$ cat src/rtl/idx_pkg.sv
// Shared types for the indexed-offset execution unit.
// Assumes: a four-phase sequence and three supported operations.
package idx_pkg;
    typedef enum logic [1:0] {
        PH_DEC  = 2'd0,
        PH_RD   = 2'd1,
        PH_PROC = 2'd2,
        PH_WR   = 2'd3
    } phase_e;

    typedef enum logic [1:0] {
        OP_NONE = 2'd0,
        OP_ADD  = 2'd1,
        OP_BSET = 2'd2,
        OP_FILL = 2'd3
    } op_e;

    localparam int FLAG_W = 5;
endpackage

$ cat src/rtl/idx_decode.sv
// Instruction decoder: classifies the word, extracts the offset, the bit index
// and the destination select, and checks the offset against the legal limit.
// Assumes: the offset occupies the low KW bits of the word.
module idx_decode
    import idx_pkg::*;
#(
    parameter int IW    = 16,
    parameter int KW    = 8,
    parameter int BW    = 3,
    parameter int MAX_K = 95
) (
    input  logic [IW-1:0] instr,
    output op_e           op,
    output logic          to_mem,
    output logic [BW-1:0] bit_sel,
    output logic [KW-1:0] k,
    output logic          k_ok
);
    localparam int TOP = IW - 1;

    // Opcode match on the fixed upper bits.
    always_comb begin
        op = OP_NONE;
        if (instr[TOP -: 6] == 6'b001001 && !instr[TOP-7])
            op = OP_ADD;
        else if (instr[TOP -: 4] == 4'b1000 && !instr[TOP-7])
            op = OP_BSET;
        else if (instr[TOP -: 8] == 8'h68)
            op = OP_FILL;
    end

    // Field extraction and offset range check.
    assign to_mem  = instr[TOP-6];
    assign bit_sel = instr[TOP-4 -: BW];
    assign k       = instr[KW-1:0];
    assign k_ok    = (k <= KW'(MAX_K));
endmodule

$ cat src/rtl/idx_agu.sv
// Address generator: adds the offset to the pointer and keeps the low AW
// bits, so any overflow wraps around.
// Assumes: AW >= KW.
module idx_agu #(
    parameter int AW = 12,
    parameter int KW = 8
) (
    input  logic [AW-1:0] ptr,
    input  logic [KW-1:0] k,
    output logic [AW-1:0] ea
);
    // Modular sum at the address width.
    assign ea = ptr + AW'(k);
endmodule

$ cat src/rtl/idx_alu.sv
// Data ALU: computes the add result with its flags, the bit-set result, and
// the all-ones fill value.
// Assumes: DW is even; DC is the carry out of the lower half.
module idx_alu
    import idx_pkg::*;
#(
    parameter int DW = 8,
    parameter int BW = 3
) (
    input  op_e               op,
    input  logic [DW-1:0]     acc_in,
    input  logic [DW-1:0]     opnd,
    input  logic [BW-1:0]     bit_sel,
    output logic [DW-1:0]     res,
    output logic [FLAG_W-1:0] flg
);
    localparam int HW = DW / 2;

    logic [DW:0]   sum;
    logic [HW:0]   half;
    logic [DW-1:0] mask;

    // One-hot mask for the selected bit.
    for (genvar i = 0; i < DW; i++) begin : g_mask
        assign mask[i] = (bit_sel == BW'(i));
    end

    // Full and lower-half sums.
    assign sum  = {1'b0, acc_in} + {1'b0, opnd};
    assign half = {1'b0, acc_in[HW-1:0]} + {1'b0, opnd[HW-1:0]};

    // Result select per operation.
    always_comb begin
        unique case (op)
            OP_ADD:  res = sum[DW-1:0];
            OP_BSET: res = opnd | mask;
            OP_FILL: res = '1;
            default: res = opnd;
        endcase
    end

    // Flags {N, OV, Z, DC, C} for the add.
    always_comb begin
        flg[4] = sum[DW-1];
        flg[3] = (acc_in[DW-1] == opnd[DW-1]) && (sum[DW-1] != acc_in[DW-1]);
        flg[2] = (sum[DW-1:0] == '0);
        flg[1] = half[HW];
        flg[0] = sum[DW];
    end
endmodule

$ cat src/rtl/idx_exec_unit.sv
// Top of the indexed-offset execution unit. A phase counter steps through
// decode, read, process and write on each strobe. Decode latches the operation
// and address, read requests the operand, process registers the ALU result,
// and write commits it to memory, accumulator and flags.
// Assumes: the memory returns read data one clock after mem_rd_en and holds it
// until the process strobe.
module idx_exec_unit
    import idx_pkg::*;
#(
    parameter int DW    = 8,
    parameter int AW    = 12,
    parameter int IW    = 16,
    parameter int KW    = 8,
    parameter int MAX_K = 95
) (
    input  logic              clk,
    input  logic              rst_n,
    input  logic              phase_strobe,
    input  logic [IW-1:0]     instr,
    input  logic [AW-1:0]     ptr,
    output logic [AW-1:0]     mem_addr,
    output logic              mem_rd_en,
    input  logic [DW-1:0]     mem_rdata,
    output logic              mem_wr_en,
    output logic [DW-1:0]     mem_wdata,
    output logic [DW-1:0]     acc,
    output logic [FLAG_W-1:0] flags,
    output logic              illegal,
    output logic [1:0]        phase
);
    localparam int BW = $clog2(DW);

    phase_e            ph_q;
    op_e               dec_op, op_q;
    logic              dec_to_mem, to_mem_q;
    logic [BW-1:0]     dec_bit, bit_q;
    logic [KW-1:0]     dec_k;
    logic              dec_k_ok;
    logic [AW-1:0]     dec_ea, ea_q;
    logic              ill_q;
    logic [DW-1:0]     alu_res, res_q, acc_q;
    logic [FLAG_W-1:0] alu_flg, flg_nxt_q, flags_q;
    logic              mem_dest;

    idx_decode #(.IW(IW), .KW(KW), .BW(BW), .MAX_K(MAX_K)) u_dec (
        .instr   (instr),
        .op      (dec_op),
        .to_mem  (dec_to_mem),
        .bit_sel (dec_bit),
        .k       (dec_k),
        .k_ok    (dec_k_ok)
    );

    idx_agu #(.AW(AW), .KW(KW)) u_agu (
        .ptr (ptr),
        .k   (dec_k),
        .ea  (dec_ea)
    );

    idx_alu #(.DW(DW), .BW(BW)) u_alu (
        .op      (op_q),
        .acc_in  (acc_q),
        .opnd    (mem_rdata),
        .bit_sel (bit_q),
        .res     (alu_res),
        .flg     (alu_flg)
    );

    // Phase counter: steps once per strobe and wraps after the write phase.
    always_ff @(posedge clk) begin
        if (!rst_n)
            ph_q <= PH_DEC;
        else if (phase_strobe)
            ph_q <= phase_e'(2'(ph_q + 2'd1));
    end

    // Decode capture: latches the operation, fields, address and illegal flag.
    always_ff @(posedge clk) begin
        if (!rst_n) begin
            op_q     <= OP_NONE;
            to_mem_q <= 1'b0;
            bit_q    <= '0;
            ea_q     <= '0;
            ill_q    <= 1'b0;
        end else if (phase_strobe && ph_q == PH_DEC) begin
            op_q     <= dec_k_ok ? dec_op : OP_NONE;
            to_mem_q <= dec_to_mem;
            bit_q    <= dec_bit;
            ea_q     <= dec_ea;
            ill_q    <= (dec_op != OP_NONE) && !dec_k_ok;
        end
    end

    // Process capture: registers the ALU result and the candidate flags.
    always_ff @(posedge clk) begin
        if (!rst_n) begin
            res_q     <= '0;
            flg_nxt_q <= '0;
        end else if (phase_strobe && ph_q == PH_PROC) begin
            res_q     <= alu_res;
            flg_nxt_q <= alu_flg;
        end
    end

    // Write commit: updates the accumulator and flags for an add.
    always_ff @(posedge clk) begin
        if (!rst_n) begin
            acc_q   <= '0;
            flags_q <= '0;
        end else if (phase_strobe && ph_q == PH_WR && op_q == OP_ADD) begin
            flags_q <= flg_nxt_q;
            if (!to_mem_q)
                acc_q <= res_q;
        end
    end

    // Memory destination: bit-set and fill always, add only when d is set.
    always_comb begin
        unique case (op_q)
            OP_ADD:            mem_dest = to_mem_q;
            OP_BSET, OP_FILL:  mem_dest = 1'b1;
            default:           mem_dest = 1'b0;
        endcase
    end

    // Memory port drive.
    assign mem_addr  = ea_q;
    assign mem_rd_en = phase_strobe && (ph_q == PH_RD) && (op_q != OP_NONE);
    assign mem_wr_en = phase_strobe && (ph_q == PH_WR) && mem_dest;
    assign mem_wdata = res_q;

    // Architectural outputs.
    assign acc     = acc_q;
    assign flags   = flags_q;
    assign illegal = ill_q;
    assign phase   = ph_q;
endmodule

$ cat config.mk
export PLATFORM = sky130hd
export DESIGN_NAME = idx_exec_unit
export DESIGN_NICKNAME = d
export VERILOG_FILES = /design/src/rtl/idx_pkg.sv /design/src/rtl/idx_decode.sv /design/src/rtl/idx_agu.sv /design/src/rtl/idx_alu.sv /design/src/rtl/idx_exec_unit.sv
export SDC_FILE = /design/constraint.sdc
export NUM_CORES = 1
export LEC_CHECK = 0
export BUFFER_PORTS_ARGS = -buffer_cell sky130_fd_sc_hd__buf_2
export CAP_MARGIN = 40
export CORE_ASPECT_RATIO = 0.75
export CORE_MARGIN = 2
export CORE_UTILIZATION = 46
export CTS_BUF_LIST = sky130_fd_sc_hd__clkbuf_4
export CTS_CLUSTER_DIAMETER = 50
export DETAILED_ROUTE_END_ITERATION = 10
export GPL_ROUTABILITY_DRIVEN = 0
export PLACE_DENSITY = 0.71
export SYNTH_ARGS = -nofsm -noshare
export SYNTH_HDL_FRONTEND = slang
export SYNTH_HIERARCHICAL = 1
export SYNTH_SLANG_ARGS = --single-unit
$ cat constraint.sdc
create_clock -name clk -period 3.3 [get_ports clk]
set_input_delay 0.66 -clock clk [delete_from_list [all_inputs] [get_ports clk]]
set_output_delay 0.66 -clock clk [all_outputs]
set_load 0.02 [all_outputs]
==> flow_summary.json <==
{
  "status": "completed",
  "drc": 0,
  "r2r_start": "acc[0]",
  "syn-instance-count": 355,
  "cp.arrival_ps": 2640,
  "finalSetupViolations": 0,
  "clockPowerShare": 0.241,
  "clkLatencyLatePin_ps": 350,
  "seqCellArea_sq_um": 941,
  "fmax_mhz": 424,
  "worst_slew_pin_slew_ps": 827,
  "fillers": 614,
  "hpwl_microns": 5330,
  "antenna_found_initial": 0,
  "start_kind": "input port",
  "coreArea_sq_um": 6320,
  "hold-path-endpoint": "illegal",
  "whs_path_depth": 2,
  "drv_slew": 0,
  "num_antenna_cells": 0,
  "synth_nets": 416,
  "cts_root_buffer": "clkbuf_4",
  "ys_ff_latch": 47,
  "track_usage": 0.188,
  "cts.repair.resized": 0,
  "grt_max_degree": 56,
  "die_h_microns": 74,
  "io_pins": 77,
  "synth_edf_count": 0,
  "ys_seq_area_frac": 0.313,
  "power_frac_comb": 0.226,
  "slew_headroom": 0.448,
  "cts_max_level": 2,
  "die-area_sq_um": 7200,
  "portBuffers": 76,
  "end_kind": "flop",
  "post-route-min-period_ps": 2360,
  "multi_input_area_sq_um": 1870,
  "cts_hold_buf": 0,
  "yosys_warnings": 6,
  "crit_fanout": 2,
  "switching_share": 0.305,
  "final_antenna_net_count": 0,
  "vias": 2619,
  "clkTransAtPathRegs_ps": 120,
  "hold_class": "flop to flop",
  "die_w_microns": 97.3,
  "drt_first_iter_violations": 186,
  "clockBufferDepth": 2,
  "finalWorstSetupSlack_ps": 942,
  "cts_buffers": 5,
  "cts_sinks": 47,
  "critical_path_class": "input port to flop",
  "rsz0062_at_grt": "false",
  "wirelength_microns": 7050,
  "cp-startpoint": "mem_rdata[0]",
  "dpl.cell_count": 486,
  "hp-start": "illegal",
  "viasPerCell": 5.30,
  "place_ws_ps": 622,
  "synth-async-reset-ratio": 0,
  "grt_pass1_wl_microns": 11100,
  "r2r_slack_ps": 970,
  "post_cts_buffers": 0,
  "wl_per_cell_microns": 14.3,
  "finalNonFillerCells": 494,
  "internal_power_mw": 0.796,
  "peakVddDrop_uv": 186,
  "period_share": 0.715,
  "power_density_nw_per_um2": 340,
  "avgSynthCellArea_sq_um": 8.47,
  "initial_core_util": 0.476,
  "grt_pass1_vias": 2358,
  "firstDrtPassIters": 4,
  "fp-row-count": 25,
  "fin_setup_tns_ps": 0,
  "final_nets": 473,
  "power_switching_mw": 0.349,
  "skew_ps": 13.2,
  "drive_gt1_frac": 0.237,
  "leakage_nw": 1.53,
  "hold_viol": 0,
  "worstRegToRegCells": 9,
  "overflow": 0,
  "syn_to_final_growth_pct": 12.0,
  "cts_tree": "built",
  "reg2reg_to": "flg_nxt_q[2]",
  "synth-main-ff-cell": "dfxtp_1",
  "synth_cell_types": 48,
  "worstPathRequired_ps": 3580,
  "maxCapViolCount": 0,
  "p_seq_frac": 0.533,
  "synthesis.area_sq_um": 3010
}
-- worst max-delay path, stage by stage --
cell	delay [ps]
buf_2	110
ha_1	230
fa_1	430
a211oi_2	220
o21bai_1	110
a21oi_1	240
xor2_1	250
and3_1	200
nand2_1	40
a21boi_0	150
-- metal layers --
layer / share of wire / wire length (microns) / vias to the layer above / track usage
met1: 0.48 / 3390 / 1193 / 0.267
met2: 0.45 / 3190 / 86 / 0.304
met4: 0.0078 / 55 / 0 / 0.0417
met3: 0.059 / 419 / 9 / 0.0348
li1: - / - / 1331 / -
met5: 0 / 0 / - / 0
-- cell families after synthesis --
kind of cell | after synthesis | synth area share
adders and majority gates | 22 | 0.0966
DFF | 47 | 0.313
buffers and inverters | 31 | 0.0658
muxes | 14 | 0.0466
xor gates and xnor gates | 17 | 0.0495
AOI/OAI and AO/OA | 80 | 0.198
and+or+nand+nor | 144 | 0.231
-- state kept, by name, indices dropped and copies added, names as in the netlist --
register   count
acc            8
bit_q          3
flags          5
flg_nxt_q      5
illegal        1
mem_addr      12
mem_wdata      8
op_q           2
phase          2
to_mem_q       1
-- per-stage QoR --
step / cell area, sq um / total power, mW / utilization / hold slack (ps)
6_report: 3370 / 1.15 / 0.533 / 458
3_3_place_gp: 3310 / 0.875 / 0.524 / 438
4_1_cts: 3370 / 1.16 / 0.533 / 461
5_1_grt: 3370 / 1.21 / 0.533 / 480
3_5_place_dp: 3310 / 0.881 / 0.524 / 442
2_1_floorplan: 3010 / 0.818 / - / 434
-- power groups by stage --
stage	logic [mW]	registers (mW)	clock network, mW
2_1_floorplan	0.174	0.644	0
3_3_place_gp	0.252	0.623	0
3_5_place_dp	0.258	0.623	0
4_1_cts	0.259	0.610	0.290
5_1_grt	0.286	0.615	0.309
6_report	0.259	0.611	0.276
-- cells in the final DEF (no fill, tap or decap), drive strengths merged, types with 9 or more instances in the layout --
cell,Yosys,layout
a21boi,32,32
a21oi,19,19
buf,20,76
dfxtp,47,47
ha,20,20
mux2i,14,14
nand2,85,85
nor2,19,19
nor2b,9,9
xnor2,10,10
-- cell type report --
cell class,count,share of cell area
multi-input cells,277,0.555
flip-flops and latches,47,0.280
repair buffers,76,0.113
well taps,81,0.0301
clock buffers,7,0.0156
inverters,5,0.00558
clock inverters,1,0.00149
-- worst max-delay path by stage --
| stage | to | slack (ps) | cells after the start |
|---|---|---|---|
| global placement | flg_nxt_q[2] | 720 | 10 |
| finish | flg_nxt_q[2] | 940 | 10 |
| floorplan | flg_nxt_q[2] | 930 | 9 |
| global route | flg_nxt_q[2] | 890 | 9 |
| CTS | flg_nxt_q[2] | 990 | 10 |
| detailed placement | flg_nxt_q[2] | 620 | 10 |
-- synth_stat cells, types with 4 or more instances --
library cell | number | area share
buf_4 | 15 | 0.037
xor2_1 | 7 | 0.020
nand2_1 | 85 | 0.11
nor2b_1 | 9 | 0.019
mux2i_1 | 14 | 0.047
a21oi_1 | 17 | 0.028
o21ai_0 | 4 | 0.0067
ha_1 | 20 | 0.083
nor2_1 | 18 | 0.022
xnor2_1 | 10 | 0.029
nand3_1 | 6 | 0.010
a21boi_1 | 23 | 0.057
clkbuf_1 | 6 | 0.0075
a21boi_0 | 9 | 0.022
nor3_1 | 4 | 0.0067
dfxtp_1 | 47 | 0.31
inv_1 | 5 | 0.0062
(Power assumes the default switching activity.)
